File: config.mk
export PLATFORM = sky130hd
export DESIGN_NAME = dgf_top
export DESIGN_NICKNAME = d
export VERILOG_FILES = /design/src/rtl/dgf_pkg.sv /design/src/rtl/dgf_sync_stage.sv /design/src/rtl/dgf_filter_core.sv /design/src/rtl/dgf_top.sv
export SDC_FILE = /design/constraint.sdc
export NUM_CORES = 1
export LEC_CHECK = 0
export BUFFER_PORTS_ARGS = -buffer_cell sky130_fd_sc_hd__buf_2
export CAP_MARGIN = 15
export CORE_ASPECT_RATIO = 0.6
export CORE_MARGIN = 1
export CORE_UTILIZATION = 35
export DETAILED_ROUTE_END_ITERATION = 7
export GPL_TIMING_DRIVEN = 0
export SLEW_MARGIN = 20
export SYNTH_ARGS = -nofsm -noshare
export SYNTH_HDL_FRONTEND = slang
export SYNTH_SLANG_ARGS = --single-unit
File: constraint.sdc
create_clock -name clk -period 2.6 [get_ports clk]
set_clock_uncertainty 0.1 [all_clocks]
set_input_delay 0.52 -clock clk [delete_from_list [all_inputs] [get_ports clk]]
set_output_delay 0.52 -clock clk [all_outputs]
set_load 0.01 [all_outputs]
File: src/rtl/dgf_pkg.sv
package dgf_pkg;
  typedef enum logic [2:0] {
    MODE_PASS   = 3'b000,
    MODE_RAPID  = 3'b100,
    MODE_DELAY  = 3'b101,
    MODE_STLOW  = 3'b110,
    MODE_STHIGH = 3'b111
  } dgf_mode_e;
endpackage

File: src/rtl/dgf_sync_stage.sv
module dgf_sync_stage #(
  parameter int STAGES = 2
) (
  input  logic clk,
  input  logic rst_n,
  input  logic sync_en,
  input  logic raw_in,
  output logic sig_out
);
  logic [STAGES-1:0] chain;

  genvar gi;
  generate
    for (gi = 0; gi < STAGES; gi++) begin : g_ff
      always_ff @(posedge clk or negedge rst_n) begin
        if (!rst_n) chain[gi] <= 1'b0;
        else        chain[gi] <= (gi == 0) ? raw_in : chain[(gi == 0) ? 0 : gi-1];
      end
    end
  endgenerate

  assign sig_out = sync_en ? chain[STAGES-1] : raw_in;
endmodule

File: src/rtl/dgf_filter_core.sv
module dgf_filter_core
  import dgf_pkg::*;
#(
  parameter int CNT_W = 12
) (
  input  logic             clk,
  input  logic             rst_n,
  input  logic [2:0]       mode,
  input  logic [CNT_W-1:0] len,
  input  logic             s_in,
  output logic             state_q
);
  localparam int EXT_W = CNT_W + 1;

  logic [CNT_W-1:0] cnt_q, cnt_n;
  logic             state_n;
  logic [EXT_W-1:0] cnt_inc;
  logic             fast_edge;

  assign cnt_inc = {1'b0, cnt_q} + EXT_W'(1);

  always_comb begin
    state_n   = state_q;
    cnt_n     = cnt_q;
    fast_edge = 1'b0;
    case (mode)
      MODE_RAPID: begin
        if (cnt_q != '0) begin
          cnt_n = cnt_q - CNT_W'(1);
        end else if (s_in != state_q) begin
          state_n = s_in;
          cnt_n   = len;
        end
      end
      MODE_DELAY, MODE_STLOW, MODE_STHIGH: begin
        fast_edge = (mode == MODE_STHIGH && !s_in) || (mode == MODE_STLOW && s_in);
        if (s_in == state_q) begin
          cnt_n = '0;
        end else if (fast_edge || cnt_inc >= {1'b0, len}) begin
          state_n = s_in;
          cnt_n   = '0;
        end else begin
          cnt_n = cnt_inc[CNT_W-1:0];
        end
      end
      default: begin
        state_n = s_in;
        cnt_n   = '0;
      end
    endcase
  end

  always_ff @(posedge clk or negedge rst_n) begin
    if (!rst_n) begin
      state_q <= 1'b0;
      cnt_q   <= '0;
    end else begin
      state_q <= state_n;
      cnt_q   <= cnt_n;
    end
  end

  // non-counting codes follow the input one clock later
  assert_pass_follow_R2: assert property (@(posedge clk) disable iff (!rst_n)
    !mode[2] |=> state_q == $past(s_in));

  // an active hold-off window freezes the state
  assert_rapid_hold_R6: assert property (@(posedge clk) disable iff (!rst_n)
    (mode == MODE_RAPID && cnt_q != '0) |=> $stable(state_q));

  // low input clears the state at once in high-qualified mode
  assert_sthigh_fall_R7: assert property (@(posedge clk) disable iff (!rst_n)
    (mode == MODE_STHIGH && !s_in) |=> !state_q);

  // high input sets the state at once in low-qualified mode
  assert_stlow_rise_R8: assert property (@(posedge clk) disable iff (!rst_n)
    (mode == MODE_STLOW && s_in) |=> state_q);

  // debounce run length never reaches the configured length
  assert_delay_bound_R5: assert property (@(posedge clk) disable iff (!rst_n)
    (mode == MODE_DELAY && len != '0) |-> cnt_q < len);

  // zero length with an idle counter behaves as pass-through
  assert_zero_len_R9: assert property (@(posedge clk) disable iff (!rst_n)
    (len == '0 && cnt_q == '0) |=> state_q == $past(s_in));
endmodule

File: src/rtl/dgf_top.sv
module dgf_top #(
  parameter int CNT_W       = 12,
  parameter int SYNC_STAGES = 2
) (
  input  logic             clk,
  input  logic             rst_n,
  input  logic             trig_in,
  input  logic [2:0]       cfg_mode,
  input  logic [CNT_W-1:0] cfg_len,
  input  logic             cfg_sync_en,
  input  logic             cfg_invert,
  output logic             filt_out
);
  logic s_sig;
  logic state;

  dgf_sync_stage #(.STAGES(SYNC_STAGES)) u_sync (
    .clk     (clk),
    .rst_n   (rst_n),
    .sync_en (cfg_sync_en),
    .raw_in  (trig_in),
    .sig_out (s_sig)
  );

  dgf_filter_core #(.CNT_W(CNT_W)) u_core (
    .clk     (clk),
    .rst_n   (rst_n),
    .mode    (cfg_mode),
    .len     (cfg_len),
    .s_in    (s_sig),
    .state_q (state)
  );

  assign filt_out = state ^ cfg_invert;
endmodule

Word level (Yosys, flattened, before mapping)
Index checks and enable logic that the tools add are counted.
{"block": "op_classes", "reduce_logical": 8, "addsub": 2, "n_mux": 11, "order_cmp": 1, "bitwise_logic": 1, "n_eq_ne": 11}
{"op": "two-way mux 12 bit", "count": 4}
{"op": "case mux 12 bit (2 select lines)", "count": 1}
{"op": "adder 12 x 1 -> 13 bit (second input constant)", "count": 1}
{"op": ">= comparator 13 x 12 -> 1 bit", "count": 1}
{"op": "equality test 3 bit (second input constant)", "count": 4}
{"op": "nonzero test 12 bit", "count": 1}
{"op": "subtractor 12 x 1 -> 12 bit (second input constant)", "count": 1}
{"op": "two-way mux 1 bit", "count": 5}
{"op": "!= test 2 x 1 -> 1 bit (second input constant)", "count": 2}
{"op": "!= test 2 bit (second input constant)", "count": 2}
{"op": "AND reduction 4 bit", "count": 1}
{"op": "!= test 3 x 1 -> 1 bit (second input constant)", "count": 1}
{"op": "OR reduction 3 bit", "count": 1}
{"op": "logical AND 1 bit", "count": 2}
{"op": "logical OR 1 bit", "count": 2}
{"op": "case mux 1 bit (2 select lines)", "count": 1}
{"op": "equality test 1 bit", "count": 1}
{"op": "logical NOT 1 bit", "count": 1}
{"op": "!= test 1 bit", "count": 1}
{"op": "bitwise XOR 1 bit", "count": 1}
{"block": "word_totals", "word_cells": 38, "register_bits": 15, "in_bits": 20, "out_inout_bits": 1}

Depth between registers and ports, before layout
{"block": "depth", "depth_word": 8, "mapped_depth": 12}

Modules after synthesis
From an unflattened synthesis, not the netlist that was laid out.
{"block": "hier_totals", "hier_cells": 186, "area_unflattened_um2": 1515.2}
{"mod": "dgf_filter_core", "cells_each": 182, "instances": 1, "area_each_um2": 1441.4}
{"mod": "dgf_sync_stage", "cells_each": 3, "instances": 1, "area_each_um2": 65.1}
{"mod": "dgf_top", "cells_each": 1, "instances": 1, "area_each_um2": 8.8}

Worst setup path before layout
No wires, ideal clock.
{"block": "synth_timing", "path_type": "register to register", "startpoint": "register u_core.cnt_q[5]", "endpoint": "register u_core.cnt_q[10]", "path_buffers": 1, "synth_period_minus_slack_ps": 2815, "required_time_ps": 2414, "stages_incl_launch_ff": 12, "setup_ps": 86, "arrival_time_ps": 2629, "setup_slack_ps": -215, "path_cell_list": "dfrtp_1 clkbuf_1 and4_1 nand2_1 nor2_1 xnor2_1 inv_1 ha_1 a21o_1 a2111oi_2 nand4_1 o22ai_1"}
{"block": "synth_via", "elab_chain_len": 6}
{"element": "from (decl)", "line_no": "dgf_filter_core.sv:15", "source": "logic [CNT_W-1:0] cnt_q, cnt_n;"}
{"element": "from (signal assigned)", "line_no": "dgf_filter_core.sv:59", "source": "cnt_q <= cnt_n;"}
{"element": "adder 12 x 1 -> 13 bit", "line_no": "dgf_filter_core.sv:20", "source": "assign cnt_inc = {1'b0, cnt_q} + EXT_W'(1);"}
{"element": ">= comparator 13 x 12 -> 1 bit", "line_no": "dgf_filter_core.sv:39", "source": "end else if (fast_edge || cnt_inc >= {1'b0, len}) begin"}
{"element": "logical OR 1 bit", "line_no": "dgf_filter_core.sv:39"}
{"element": "two-way mux 12 bit", "line_no": "dgf_filter_core.sv:39"}
{"element": "two-way mux 12 bit", "line_no": "dgf_filter_core.sv:37", "source": "if (s_in == state_q) begin"}
{"element": "case mux 12 bit (2 select lines)", "line_no": "dgf_filter_core.sv:26", "source": "case (mode)"}
Several ways; a longest one is shown, not always the timed one.
A chain may end at the register's enable or synchronous reset.

Worst setup path after layout
{"block": "layout_timing", "startpoint": "register u_core.cnt_q[7]", "endpoint": "register u_core.cnt_q[7]"}
The elaborated chain is that of the path after synthesis.

==> reports/qor.yml <==
die_w_um: 86.2
post_drt_wl_per_cell_um: 16.2
drtPass1Iterations: 4
cellLeakagePower_uw: 0.00100
gp_congestion: 0.795
layout_common_cells: "inv_1 (22), buf_4 (22), buf_2 (21)"
synthSimpleGateAreaFrac_pct: 21.1
antenna_found_initial: 0
start_util_pct: 38.4
yosysTopAreaCellShare_pct: 25.2
slew_headroom_pct: 38.8
max-vdd-ir-drop_uv: 328
clock.fmax_mhz: 371
yosys_warnings: 0
violations: "setup timing"
fin_area_mm2: 0.00211
synth_xor_area_share_pct: 10.6
clk_path_buf_depth: 2
synth_fa_ha_area_share_pct: 11.8
cap_violations: 0
hold_class: "in2async"
grt_max_degree: 16
cp_max_fo: 6
cts.clk_slew.worst_paths_ps: 70
fin_ws_ps: -93.2
synth_top_cell_by_area: "dfrtp_1"
fin_setup_tns_ps: -577
totalWireLength_mm: 4.64
ys_seq_elements: 15
tightest_slew_ps: 912
dieHeight_um: 52.5
coreArea_mm2: 0.00387
fillerInstances: 364
final-setup-viol-count: 12
slew_viol_final: 0
synth_area_mm2: 0.00149
muxShareOfSynthArea_pct: 3.36
cp-end-kind: "register"
vias: 1528
r2r-start: "u_core.cnt_q[7]"
layout-drive-gt1-share_pct: 39.1
finalHoldViolCount: 0
min_period_ps: 2690
htree_levels: 1
critPathRequiredTime_ps: 2680
fp-row-count: 17
dpl.hpwl_mm: 3.01
cts-buffers-inserted: 3
power_density_mw_per_mm2: 716
tritoncts: "done"
ys_seq_area_share_pct: 25.2
diodes: 0
worstSkewPairLatency_ps: 260
cts.sinks: 15
portBuffers: 20
power.total_uw: 1510
grt-ovfl-total: 0
critPathArrivalTime_ps: 2770
timing.hold.ws_ps: 72.6
grt_pass1_wl_mm: 7.36
pre_cts_ws_ps: -645
critical_path.startpoint: "u_core.cnt_q[7]"
syn_area_per_cell_um2: 8.00
rsz0062_at_grt: "yes"
synth_area_leaders: "dfrtp_1 (25%), ha_1 (12%), xnor2_1 (7.1%), inv_1 (5.8%), o22ai_1 (4.6%)"
fin_nets: 265
synth_cell_types: 40
track_usage_pct: 22.1
drc: 0
vias_per_cell: 5.32
outcome: "complete, but fails checks"
syn_inst: 186
placed_area_mm2: 0.00168
synth_top_family_by_area: "simple AND/OR/NAND/NOR gates"
die_area_mm2: 0.00452
area_growth_pct: 41.7
grt_pass1_vias: 1464
clockRootBuffer: "clkbuf_8"
finalCritPeriodShare_pct: 104
ant_nets: 0
hold_buffers: 0
synth_nets: 220
crit_path_start_kind: "register"
drtIter0Drc: 125
io_pins: 21
path_class: "reg2reg"
synth-compound-area-share_pct: 19.0
[worst paths after layout]
path,endpoint,slack [ps],cells after the start
max in group asynchronous,u_core.cnt_q[1],2020,1
worst max register to register,u_core.cnt_q[7],-90,12
worst max-delay path,u_core.cnt_q[7],-90,12
worst min-delay path,u_core.cnt_q[2],70,1
min in group clk,u_sync.chain[1],250,0
worst min register to register,u_sync.chain[1],250,0
[metal layers]
metal / routed length [µm] / vias up / track usage (%)
met5: 0 / - / 0
met4: 54 / 0 / 5.28
met3: 403 / 10 / 6.30
met2: 1910 / 70 / 31.7
met1: 2270 / 709 / 32.1
li1: - / 739 / -
[state kept, by name (all words and copies together) (netlist names)]
register	count
u_core.cnt_q	12
u_core.state_q	1
u_sync.chain	2
[synth_stat cells, drive strengths merged]
cell / n
or4b: 1
o221ai: 1
o22ai: 11
buf: 4
a21o: 2
a211o: 1
nand2: 16
and2: 1
a211oi: 1
mux2i: 5
ha: 14
nand4: 3
nor2: 18
dfrtp: 15
a21oi: 8
xnor2: 12
nor4: 1
nand2b: 1
nand4bb: 1
xor2: 6
a31oi: 1
nand3: 11
o41ai: 1
o2bb2ai: 2
clkbuf: 4
a2111oi: 1
and3: 3
inv: 23
o21ai: 6
and4: 2
o2111ai: 2
nor2b: 1
o21bai: 2
nor3: 4
a41oi: 1
[cell families (layout without fill, tap and decap cells)]
family | count (synthesis) | after routing
XOR/XNOR | 18 | 18
flip-flops | 15 | 15
buffers and inverters | 31 | 75
AO/OA/AOI/OAI | 40 | 40
adder cells (fa/ha/maj) | 14 | 14
AND/OR/NAND/NOR | 63 | 63
multiplexers | 5 | 5
[what timing repair did]
action | 4_1_cts | 5_1_grt
resized for setup | 31 | 17
hold endpoints to repair | 0 | 0
setup buffers | 17 | 6
endpoints found under the setup margin | 13 | 13
pin swaps | 13 | 14
[area by class of cell]
class	instances	area, µm²	share of cell area [%]
clock buffers	4	45.0	2.14
repair buffers	43	280	13.3
flip-flops and latches	15	380	18.0
plain buffers	5	43.8	2.08
multi-input cells	140	1200	57.0
well taps	57	71.3	3.38
inverters	23	86.3	4.09
[report_power, final]
part	switching, µW	internal, µW
Combinational	555	433
Clock	97.8	109
Sequential	44.2	269
[worst max-delay path, stage by stage, from the launching register on]
cell,delay [ps]
dfrtp_2,470
and3_4,240
nand2_4,70
nor3_4,190
xnor2_2,150
inv_1,70
ha_2,300
o2111ai_1,130
nor2_1,80
a21oi_2,260
nand4_1,210
buf_6,200
o22ai_2,150
[through the flow]
step	util, %	instances
after detailed placement	43.4	263
after global placement	43.4	263
after global routing	54.5	287
after floorplan	-	186
final	54.5	287
after CTS	51.6	284
No activity file was read; power rests on OpenSTA's default activity.
